$ cat config.mk
export PLATFORM = sky130hd
export DESIGN_NAME = word_vuln_tracker
export DESIGN_NICKNAME = d
export VERILOG_FILES = /design/src/rtl/word_vuln_pkg.sv /design/src/rtl/wvt_state_bank.sv /design/src/rtl/wvt_delta.sv /design/src/rtl/word_vuln_tracker.sv
export SDC_FILE = /design/constraint.sdc
export NUM_CORES = 1
export LEC_CHECK = 0
export ABC_AREA = 1
export BUFFER_PORTS_ARGS = -buffer_cell sky130_fd_sc_hd__buf_2
export CORE_MARGIN = 5
export CORE_UTILIZATION = 25
export CTS_BUF_LIST = sky130_fd_sc_hd__clkbuf_4 sky130_fd_sc_hd__clkbuf_8
export DETAILED_ROUTE_END_ITERATION = 10
export GPL_TIMING_DRIVEN = 0
export PLACE_DENSITY = 0.4
export SKIP_LAST_GASP = 1
export SYNTH_ARGS = -nofsm -noshare
export SYNTH_HDL_FRONTEND = slang
export SYNTH_HIERARCHICAL = 1
export SYNTH_SLANG_ARGS = --single-unit
$ cat constraint.sdc
create_clock -name clk_i -period 5.1 [get_ports clk_i]
set_clock_uncertainty 0.1 [all_clocks]
set_input_delay 0.255 -clock clk_i [delete_from_list [all_inputs] [get_ports clk_i]]
set_output_delay 0.255 -clock clk_i [all_outputs]
set_load 0.01 [all_outputs]
$ cat src/rtl/word_vuln_pkg.sv
package word_vuln_pkg;
  typedef enum logic [2:0] {
    OP_NONE  = 3'd0,
    OP_READ  = 3'd1,
    OP_WRITE = 3'd2,
    OP_FILL  = 3'd3,
    OP_EVICT = 3'd4
  } op_e;
endpackage

$ cat src/rtl/wvt_state_bank.sv
module wvt_state_bank
  import word_vuln_pkg::*;
#(
  parameter int NUM_LINES = 8,
  parameter int WORDS     = 4,
  parameter int TS_W      = 16,
  localparam int LINE_W   = $clog2(NUM_LINES)
) (
  input  logic                       clk_i,
  input  logic                       rst_ni,
  input  op_e                        op_i,
  input  logic [LINE_W-1:0]          line_i,
  input  logic [WORDS-1:0]           mask_i,
  input  logic [TS_W-1:0]            cycle_i,
  output logic [WORDS-1:0][TS_W-1:0] ts_o,
  output logic [WORDS-1:0]           dirty_o,
  output logic [WORDS-1:0]           valid_o
);
  logic [NUM_LINES-1:0][WORDS-1:0][TS_W-1:0] ts_q;
  logic [NUM_LINES-1:0][WORDS-1:0]           dirty_q;
  logic [NUM_LINES-1:0][WORDS-1:0]           valid_q;

  for (genvar l = 0; l < NUM_LINES; l++) begin : g_line
    logic sel;
    assign sel = (line_i == LINE_W'(l));
    for (genvar w = 0; w < WORDS; w++) begin : g_word
      always_ff @(posedge clk_i or negedge rst_ni) begin
        if (!rst_ni) begin
          ts_q[l][w]    <= '0;
          dirty_q[l][w] <= 1'b0;
          valid_q[l][w] <= 1'b0;
        end else if (sel) begin
          unique case (op_i)
            OP_FILL: begin
              ts_q[l][w]    <= cycle_i;
              dirty_q[l][w] <= 1'b0;
              valid_q[l][w] <= 1'b1;
            end
            OP_EVICT: begin
              dirty_q[l][w] <= 1'b0;
              valid_q[l][w] <= 1'b0;
            end
            OP_WRITE: if (mask_i[w]) begin
              ts_q[l][w]    <= cycle_i;
              dirty_q[l][w] <= 1'b1;
              valid_q[l][w] <= 1'b1;
            end
            OP_READ: if (mask_i[w]) ts_q[l][w] <= cycle_i;
            default: ;
          endcase
        end
      end
    end
  end

  assign ts_o    = ts_q[line_i];
  assign dirty_o = dirty_q[line_i];
  assign valid_o = valid_q[line_i];

  AST_WRITE_MARKS_DIRTY: assert property (@(posedge clk_i) disable iff (!rst_ni)
    (op_i == OP_WRITE) |=> ((dirty_q[$past(line_i)] & $past(mask_i)) == $past(mask_i)));
  AST_FILL_CLEAN_VALID: assert property (@(posedge clk_i) disable iff (!rst_ni)
    (op_i == OP_FILL) |=> (dirty_q[$past(line_i)] == '0 && valid_q[$past(line_i)] == '1));
  AST_EVICT_INVALID: assert property (@(posedge clk_i) disable iff (!rst_ni)
    (op_i == OP_EVICT) |=> (valid_q[$past(line_i)] == '0 && dirty_q[$past(line_i)] == '0));
endmodule

$ cat src/rtl/wvt_delta.sv
module wvt_delta
  import word_vuln_pkg::*;
#(
  parameter int WORDS     = 4,
  parameter int TS_W      = 16,
  parameter int WORD_BITS = 32,
  parameter int DELTA_W   = 24
) (
  input  op_e                        op_i,
  input  logic                       evict_dirty_i,
  input  logic [WORDS-1:0]           mask_i,
  input  logic [TS_W-1:0]            cycle_i,
  input  logic [WORDS-1:0][TS_W-1:0] ts_i,
  input  logic [WORDS-1:0]           dirty_i,
  input  logic [WORDS-1:0]           valid_i,
  output logic [DELTA_W-1:0]         delta_o
);
  localparam logic [DELTA_W-1:0] WB = DELTA_W'(WORD_BITS);

  logic [WORDS-1:0][DELTA_W-1:0] contrib;

  for (genvar w = 0; w < WORDS; w++) begin : g_word
    logic [TS_W-1:0] age;
    logic            take;
    assign age  = cycle_i - ts_i[w];  // wraps modulo 2^TS_W
    always_comb begin
      take = 1'b0;
      if (valid_i[w]) begin
        if (op_i == OP_READ)  take = mask_i[w];
        if (op_i == OP_EVICT) take = evict_dirty_i & dirty_i[w];
      end
    end
    assign contrib[w] = take ? DELTA_W'(age) * WB : '0;
  end

  always_comb begin
    delta_o = '0;
    for (int w = 0; w < WORDS; w++) delta_o = delta_o + contrib[w];
  end
endmodule

$ cat src/rtl/word_vuln_tracker.sv
module word_vuln_tracker
  import word_vuln_pkg::*;
#(
  parameter int NUM_LINES      = 8,
  parameter int WORDS_PER_LINE = 4,
  parameter int WORD_BITS      = 32,
  parameter int TS_W           = 16,
  parameter int ACC_W          = 48,
  parameter bit BLOCK_MODE     = 1'b0,
  localparam int LINE_W  = $clog2(NUM_LINES),
  localparam int WORD_W  = $clog2(WORDS_PER_LINE),
  localparam int DELTA_W = TS_W + $clog2(WORD_BITS) + $clog2(WORDS_PER_LINE) + 2
) (
  input  logic              clk_i,
  input  logic              rst_ni,
  input  logic              fill_i,
  input  logic              read_i,
  input  logic              write_i,
  input  logic              evict_i,
  input  logic              evict_dirty_i,
  input  logic [LINE_W-1:0] line_i,
  input  logic [WORD_W-1:0] word_i,
  input  logic [TS_W-1:0]   cycle_i,
  output logic [ACC_W-1:0]  vuln_total_o
);
  op_e                                op;
  logic [WORDS_PER_LINE-1:0]           mask;
  logic [WORDS_PER_LINE-1:0][TS_W-1:0] ts_line;
  logic [WORDS_PER_LINE-1:0]           dirty_line;
  logic [WORDS_PER_LINE-1:0]           valid_line;
  logic [DELTA_W-1:0]                  delta;
  logic [ACC_W-1:0]                    total_q;

  always_comb begin
    if (evict_i)      op = OP_EVICT;
    else if (fill_i)  op = OP_FILL;
    else if (write_i) op = OP_WRITE;
    else if (read_i)  op = OP_READ;
    else              op = OP_NONE;
  end

  if (BLOCK_MODE) begin : g_block
    assign mask = '1;
  end else begin : g_word
    assign mask = WORDS_PER_LINE'(1) << word_i;
  end

  wvt_state_bank #(
    .NUM_LINES(NUM_LINES), .WORDS(WORDS_PER_LINE), .TS_W(TS_W)
  ) u_bank (
    .clk_i(clk_i), .rst_ni(rst_ni), .op_i(op), .line_i(line_i), .mask_i(mask),
    .cycle_i(cycle_i), .ts_o(ts_line), .dirty_o(dirty_line), .valid_o(valid_line)
  );

  wvt_delta #(
    .WORDS(WORDS_PER_LINE), .TS_W(TS_W), .WORD_BITS(WORD_BITS), .DELTA_W(DELTA_W)
  ) u_delta (
    .op_i(op), .evict_dirty_i(evict_dirty_i), .mask_i(mask), .cycle_i(cycle_i),
    .ts_i(ts_line), .dirty_i(dirty_line), .valid_i(valid_line), .delta_o(delta)
  );

  always_ff @(posedge clk_i or negedge rst_ni) begin
    if (!rst_ni) total_q <= '0;
    else         total_q <= total_q + ACC_W'(delta);
  end

  assign vuln_total_o = total_q;

  AST_WRITE_NO_ADD: assert property (@(posedge clk_i) disable iff (!rst_ni)
    (op == OP_WRITE) |=> $stable(vuln_total_o));
  AST_FILL_NO_ADD: assert property (@(posedge clk_i) disable iff (!rst_ni)
    (op == OP_FILL) |=> $stable(vuln_total_o));
  AST_CLEAN_EVICT_NO_ADD: assert property (@(posedge clk_i) disable iff (!rst_ni)
    (evict_i && !evict_dirty_i) |=> $stable(vuln_total_o));
  AST_INVALID_READ_NO_ADD: assert property (@(posedge clk_i) disable iff (!rst_ni)
    (op == OP_READ && (valid_line & mask) == '0) |=> $stable(vuln_total_o));
endmodule

# Yosys cells after proc, flatten, opt, wreduce, memory -nomap -nowiden
# Cells that the tools add are included.
[op_classes]
add_sub_neg = 8
magnitude_cmp = 1
eq_ne = 19
shift = 1
mux = 46
bitwise_logic = 4
n_reduce_logical = 102
[op_table]
columns = ["op", "count"]
rows = [
  ["$reduce_and A3 Y1", 96],
  ["$bmux W64 S3", 1],
  ["$pmux W16 S2", 4],
  ["$mux W21", 4],
  ["$add A25 B25 Y25", 3],
  ["$mux W16", 4],
  ["$mux W64", 1],
  ["$sub A16 B16 Y16", 4],
  ["$add A48 B25 Y48", 1],
  ["$bmux W4 S3", 2],
  ["$mux W1", 17],
  ["$ne A2 B1 Y1 const B", 8],
  ["$eq A3 B3 Y1 const B", 5],
  ["$eq A3 B2 Y1 const B", 4],
  ["$pmux W1 S3", 4],
  ["$mux W4", 2],
  ["$pmux W1 S2", 4],
  ["$eq A3 B1 Y1 const B", 2],
  ["$and A1 B1 Y1", 4],
  ["$lt A3 B4 Y1 const B", 1],
  ["$mux W2", 2],
  ["$reduce_bool A2 Y1", 2],
  ["$reduce_or A2 Y1", 2],
  ["$shl A1 B2 Y4 const A", 1],
  ["other kinds (3)", 3],
]
[word_totals]
ff_bits = 624
inputBits = 28
word_cells = 278

# Logic depth before layout (Yosys ltp)
[logic_depth]
depth_word = 13
mapped_depth = 47
mapped_depth_nobuf = 44

# By module
# Netlist, hierarchy kept.
[modules_own_cells]
columns = ["module", "instances", "cells_each", "area_each_um2", "seq_area_each_um2"]
rows = [
  ["wvt_state_bank", 1, 3722, 28065.7, 14413.8],
  ["wvt_delta", 1, 1102, 6089.6, 0.0],
  ["word_vuln_tracker", 1, 693, 4355.4, 1201.2],
]

# Least setup slack after synthesis
# Ideal clock, no wire load.
[synth_path]
path_kind = "in2reg"
start = "input line_i[0]"
end = "register total_q[38] (netlist: vuln_total_o[38])"
arrival_ns = 5.364
required_time_ns = 4.883
setup_slack_ns = -0.481
path_stages = 40
cell_sequence = "inv_2 buf_2 buf_2 clkbuf_1 nand3_1 nand4_1 nand2_1 nand2_1 ha_1 fa_1 inv_1 nand4_1 nand2_1 nand2_1 nand2_1 nand2_1 inv_1 nor2_1 [... 4 more ...] ha_1 a21oi_1 o21ai_0 a21oi_1 nand2_1 nand2_1 nand2_1 ha_1 nand2_1 inv_1 nand2_1 nand3_1 a21oi_1 nand2_1 nand2_1 nand3_1 nand2_1 nand2_1"
[synth_rtl]
columns = ["item", "line_no", "rtl"]
rows = [
  ["start: declaration", "word_vuln_tracker.sv:21", "input logic [LINE_W-1:0] line_i,"],
  ["end signal: assignment", "word_vuln_tracker.sv:64", "else total_q <= total_q + ACC_W'(delta);"],
  ["end: declaration", "word_vuln_tracker.sv:32", "logic [ACC_W-1:0] total_q;"],
]

==> impl_metrics.prom <==
# TYPE chip_impl_metric gauge
chip_impl_metric{name="postSynthCellCount",unit=""} 5517
chip_impl_metric{name="report.final.hold_viol_count",unit=""} 0
chip_impl_info{name="rr_startpoint",value="u_bank/ts_q[272]$_DFFE_PN0P_"} 1
chip_impl_metric{name="detailroute.via_count",unit=""} 39190
chip_impl_info{name="critPathLaunchType",value="input pin"} 1
chip_impl_metric{name="gp_congestion",unit=""} 0.9096
chip_impl_info{name="critical_path_class",value="in2reg"} 1
chip_impl_metric{name="die_area",unit="um2"} 162000
chip_impl_info{name="r2r-end",value="vuln_total_o[34]$_DFF_PN0_"} 1
chip_impl_metric{name="postSynthAreaPerCell",unit="um2"} 6.980
chip_impl_metric{name="final.min_clock_period",unit="ps"} 5570
chip_impl_metric{name="vias_per_cell",unit=""} 4.931
chip_impl_metric{name="r2r_setup_slk",unit="ps"} -460
chip_impl_metric{name="max_freq",unit="GHz"} 0.1795
chip_impl_metric{name="detailedRoute.firstIterationViolations",unit=""} 3386
chip_impl_metric{name="area_share_of_the_largest_cell_type_after_synthesis",unit="%"} 40.55
chip_impl_metric{name="timing.max_cap.violations",unit=""} 4
chip_impl_info{name="yosys.cell_count.top_type",value="nand2_1"} 1
chip_impl_metric{name="port-buffer-count",unit=""} 74
chip_impl_metric{name="ant_nets",unit=""} 0
chip_impl_metric{name="tightestPinTransition",unit="ps"} 1535
chip_impl_metric{name="dp_hpwl",unit="mm"} 140.7
chip_impl_metric{name="timing_max_transition_violations_final",unit=""} 44
chip_impl_info{name="ys.flop_type",value="dfrtp_1"} 1
chip_impl_info{name="critical-path-slowest-cell",value="fa_1"} 1
chip_impl_metric{name="antenna_found_initial",unit=""} 3
chip_impl_metric{name="power.leakage",unit="nW"} 24.80
chip_impl_metric{name="cp_data_arrival_time",unit="ps"} 6200
chip_impl_metric{name="initial_core_util",unit="%"} 25.06
chip_impl_info{name="min-delay-path-class",value="in2reg"} 1
chip_impl_metric{name="yosysSeqAreaShare",unit="%"} 40.55
chip_impl_info{name="timing.critical_path.mode_cell",value="nand2_1"} 1
chip_impl_metric{name="row_count",unit=""} 144
chip_impl_metric{name="setup_slack",unit="ps"} -470.4
chip_impl_metric{name="hold_slack",unit="ps"} 133.9
chip_impl_metric{name="die_width",unit="um"} 402.5
chip_impl_metric{name="post_route_drc_violation_count",unit=""} 0
chip_impl_info{name="result_of_the_run",value="finished, violations left"} 1
chip_impl_metric{name="drt_first_pass_iters",unit=""} 5
chip_impl_metric{name="floorplan.core_area",unit="um2"} 153700
chip_impl_metric{name="drt-total-wl",unit="mm"} 190.5
chip_impl_metric{name="grt_first_pass_wirelength",unit="mm"} 275.8
chip_impl_metric{name="post-route-period-util",unit="%"} 109.2
chip_impl_metric{name="first_global_vias",unit=""} 38474
chip_impl_metric{name="power.density_cell_area",unit="nW/um2"} 373.2
chip_impl_metric{name="final_net_count",unit=""} 5972
chip_impl_info{name="tritoncts",value="done"} 1
chip_impl_info{name="violations",value="capacitance limit, slew limit, setup timing"} 1
chip_impl_info{name="synth_top_cells_by_count",value="nand2_1, nand3_1, dfrtp_1"} 1
chip_impl_metric{name="path_clk_slew",unit="ps"} 60
chip_impl_metric{name="synth-warning-count",unit=""} 6
chip_impl_metric{name="grt-ovfl-total",unit=""} 0
chip_impl_metric{name="max-slew-margin-rel",unit="%"} -2.337
chip_impl_metric{name="clkSinkCount",unit=""} 624
chip_impl_info{name="synth.top_cells.by_area",value="dfrtp_1, nand2_1, nand3_1, inv_1, ha_1"} 1
chip_impl_metric{name="synth_enable_flop_cells",unit=""} 0
chip_impl_metric{name="setup_viol_count_final",unit=""} 37
chip_impl_metric{name="clk-insertion-delay-late",unit="ps"} 870
chip_impl_metric{name="dpl_worst_slack",unit="ps"} -2497
chip_impl_metric{name="worstPathRequired",unit="ps"} 5730
chip_impl_info{name="min_from",value="line_i[2]"} 1
chip_impl_metric{name="grt_max_degree",unit=""} 106
chip_impl_metric{name="placed_cells",unit=""} 7649
chip_impl_metric{name="die_h",unit="um"} 402.5
chip_impl_metric{name="grt_use_total",unit="%"} 23.02
chip_impl_metric{name="htreeDepth",unit=""} 4
chip_impl_info{name="min_delay_endpoint",value="u_bank/ts_q[415]$_DFFE_PN0P_"} 1
chip_impl_metric{name="worst_ir_drop_vdd",unit="V"} 0.0002048
chip_impl_metric{name="instances_no_fill",unit=""} 7947
chip_impl_metric{name="drt-wirelength-per-cell",unit="um"} 23.97
chip_impl_info{name="cts_root_buffer",value="clkbuf_8"} 1
chip_impl_metric{name="r2r.worst_path.cells",unit=""} 35
chip_impl_info{name="synth_area_leader_cell",value="dfrtp_1"} 1
chip_impl_metric{name="io_count",unit=""} 76
chip_impl_metric{name="synth_cell_type_count",unit=""} 45
chip_impl_metric{name="drive_above_1_share",unit="%"} 22.15
chip_impl_metric{name="timing.critical_path.slowest_cell_delay",unit="ps"} 520
chip_impl_metric{name="cts.path.max_buffers",unit=""} 3
chip_impl_metric{name="timing.hold.worst_path_depth",unit=""} 6
chip_impl_metric{name="path_max_fanout",unit=""} 10
chip_impl_metric{name="synth-seq-cells",unit=""} 624
chip_impl_info{name="grt_setup_unrepaired",value="true"} 1
chip_impl_metric{name="flow.area_growth_from_synthesis",unit="%"} 26.43
chip_impl_metric{name="cts_made_buffers",unit=""} 131
chip_impl_metric{name="syn-cell-area",unit="um2"} 38510
chip_impl_info{name="endpoint_kind",value="flop"} 1
chip_impl_metric{name="share_of_synthesized_registers_carrying_an_async_set_or_reset",unit="%"} 100.0
critical path, delay by kind of cell:
kind | cells | cell delay, ps
buf+inv | 7 | 1180
simple gates | 26 | 2750
fa+ha+maj | 5 | 1940
metal layers:
layer / share of wire [%] / track usage [%] / vias to the layer above
li1: - / - / 18267
met3: 6.0 / 3.313 / 342
met2: 45 / 37.05 / 1333
met5: 0.0068 / 0 / -
met1: 44 / 31.21 / 19246
met4: 4.2 / 9.030 / 2
cell usage in the layout (no fill, tap or decap), types with 32 or more instances in the layout:
| master | netlist | layout |
|---|---|---|
| inv_1 | 434 | 368 |
| nor2_4 | 10 | 43 |
| nand4_1 | 129 | 129 |
| nor2_2 | 23 | 47 |
| nand2_2 | 33 | 236 |
| clkbuf_1 | 190 | 115 |
| nor2_1 | 125 | 68 |
| buf_4 | 9 | 70 |
| nand3_1 | 1071 | 1007 |
| nand2_1 | 2189 | 1930 |
| dfrtp_1 | 624 | 624 |
| buf_2 | 106 | 177 |
| nand2_4 | 7 | 62 |
| clkbuf_4 | 0 | 73 |
| nand3_2 | 16 | 64 |
| clkbuf_8 | 0 | 186 |
| ha_4 | 0 | 67 |
| ha_1 | 102 | 32 |
| fa_1 | 37 | 33 |
| inv_2 | 21 | 84 |
| a21oi_1 | 76 | 32 |
| o21ai_1 | 131 | 136 |
state kept, by name, indices dropped and copies added (netlist names):
register        flops
u_bank/ts_q       512
vuln_total_o       48
u_bank/valid_q     32
u_bank/dirty_q     32
worst max path at each step:
stage | end | slack [ps] | start | cells past startpoint
final | vuln_total_o[34]$_DFF_PN0_ | -470 | line_i[1] | 38
after global routing | vuln_total_o[35]$_DFF_PN0_ | -720 | u_bank/ts_q[272]$_DFFE_PN0P_ | 36
after CTS | vuln_total_o[39]$_DFF_PN0_ | -470 | u_bank/ts_q[352]$_DFFE_PN0P_ | 35
after detailed placement | vuln_total_o[39]$_DFF_PN0_ | -2500 | line_i[1] | 38
after global placement | u_bank/ts_q[359]$_DFFE_PN0P_ | -11640 | rst_ni | 1
after floorplan | vuln_total_o[34]$_DFF_PN0_ | -9 | line_i[0] | 39
through the flow:
stage | setup TNS [ps] | power (W) | instance area, um2 | utilization (%)
after CTS | -11860 | 0.01799 | 47530 | 30.93
after global placement | -7248330 | 0.01152 | 42510 | 27.66
after global routing | -21760 | 0.01923 | 48690 | 31.68
after detailed placement | -86550 | 0.01156 | 42740 | 27.81
final | -12240 | 0.01817 | 48690 | 31.68
after floorplan | -8.834 | 0.009753 | 39590 | -
timing repair:
item / 4_1_cts / 5_1_grt
endpoints found under the setup margin: 40 / 39
hold buffers: 11 / 0
pin swaps: 137 / 150
buffers inserted: 31 / 25
resized for setup: 410 / 284
hold endpoints to repair: 289 / 0
logic make-up after synthesis:
kind of cell / after synthesis / share of synthesized area (%)
simple gates: 3662 / 41.53
compound gates: 225 / 2.999
fa+ha+maj: 139 / 5.237
other cells: 1 / 0.009738
flops: 624 / 40.55
xor+xnor: 55 / 1.251
buf+inv: 811 / 8.431
where the power goes:
group	switching, W	internal, W	total [W]
clock network	0.00252	0.00331	0.00583
logic	0.00358	0.00197	0.00555
registers	0.000746	0.00604	0.00679
area by class of cell:
class	count	area (um2)
Fill cell	16852	105000
Multi-Input combinational cell	4088	22720
Sequential cell	624	15620
Clock buffer	210	2577
Tap cell	2044	2557
Buffer	350	2062
Inverter	461	1768
Timing Repair Buffer	149	1174
Clock inverter	18	212.7
Antenna cell	3	7.507
Power figures use the tool's default switching activity.
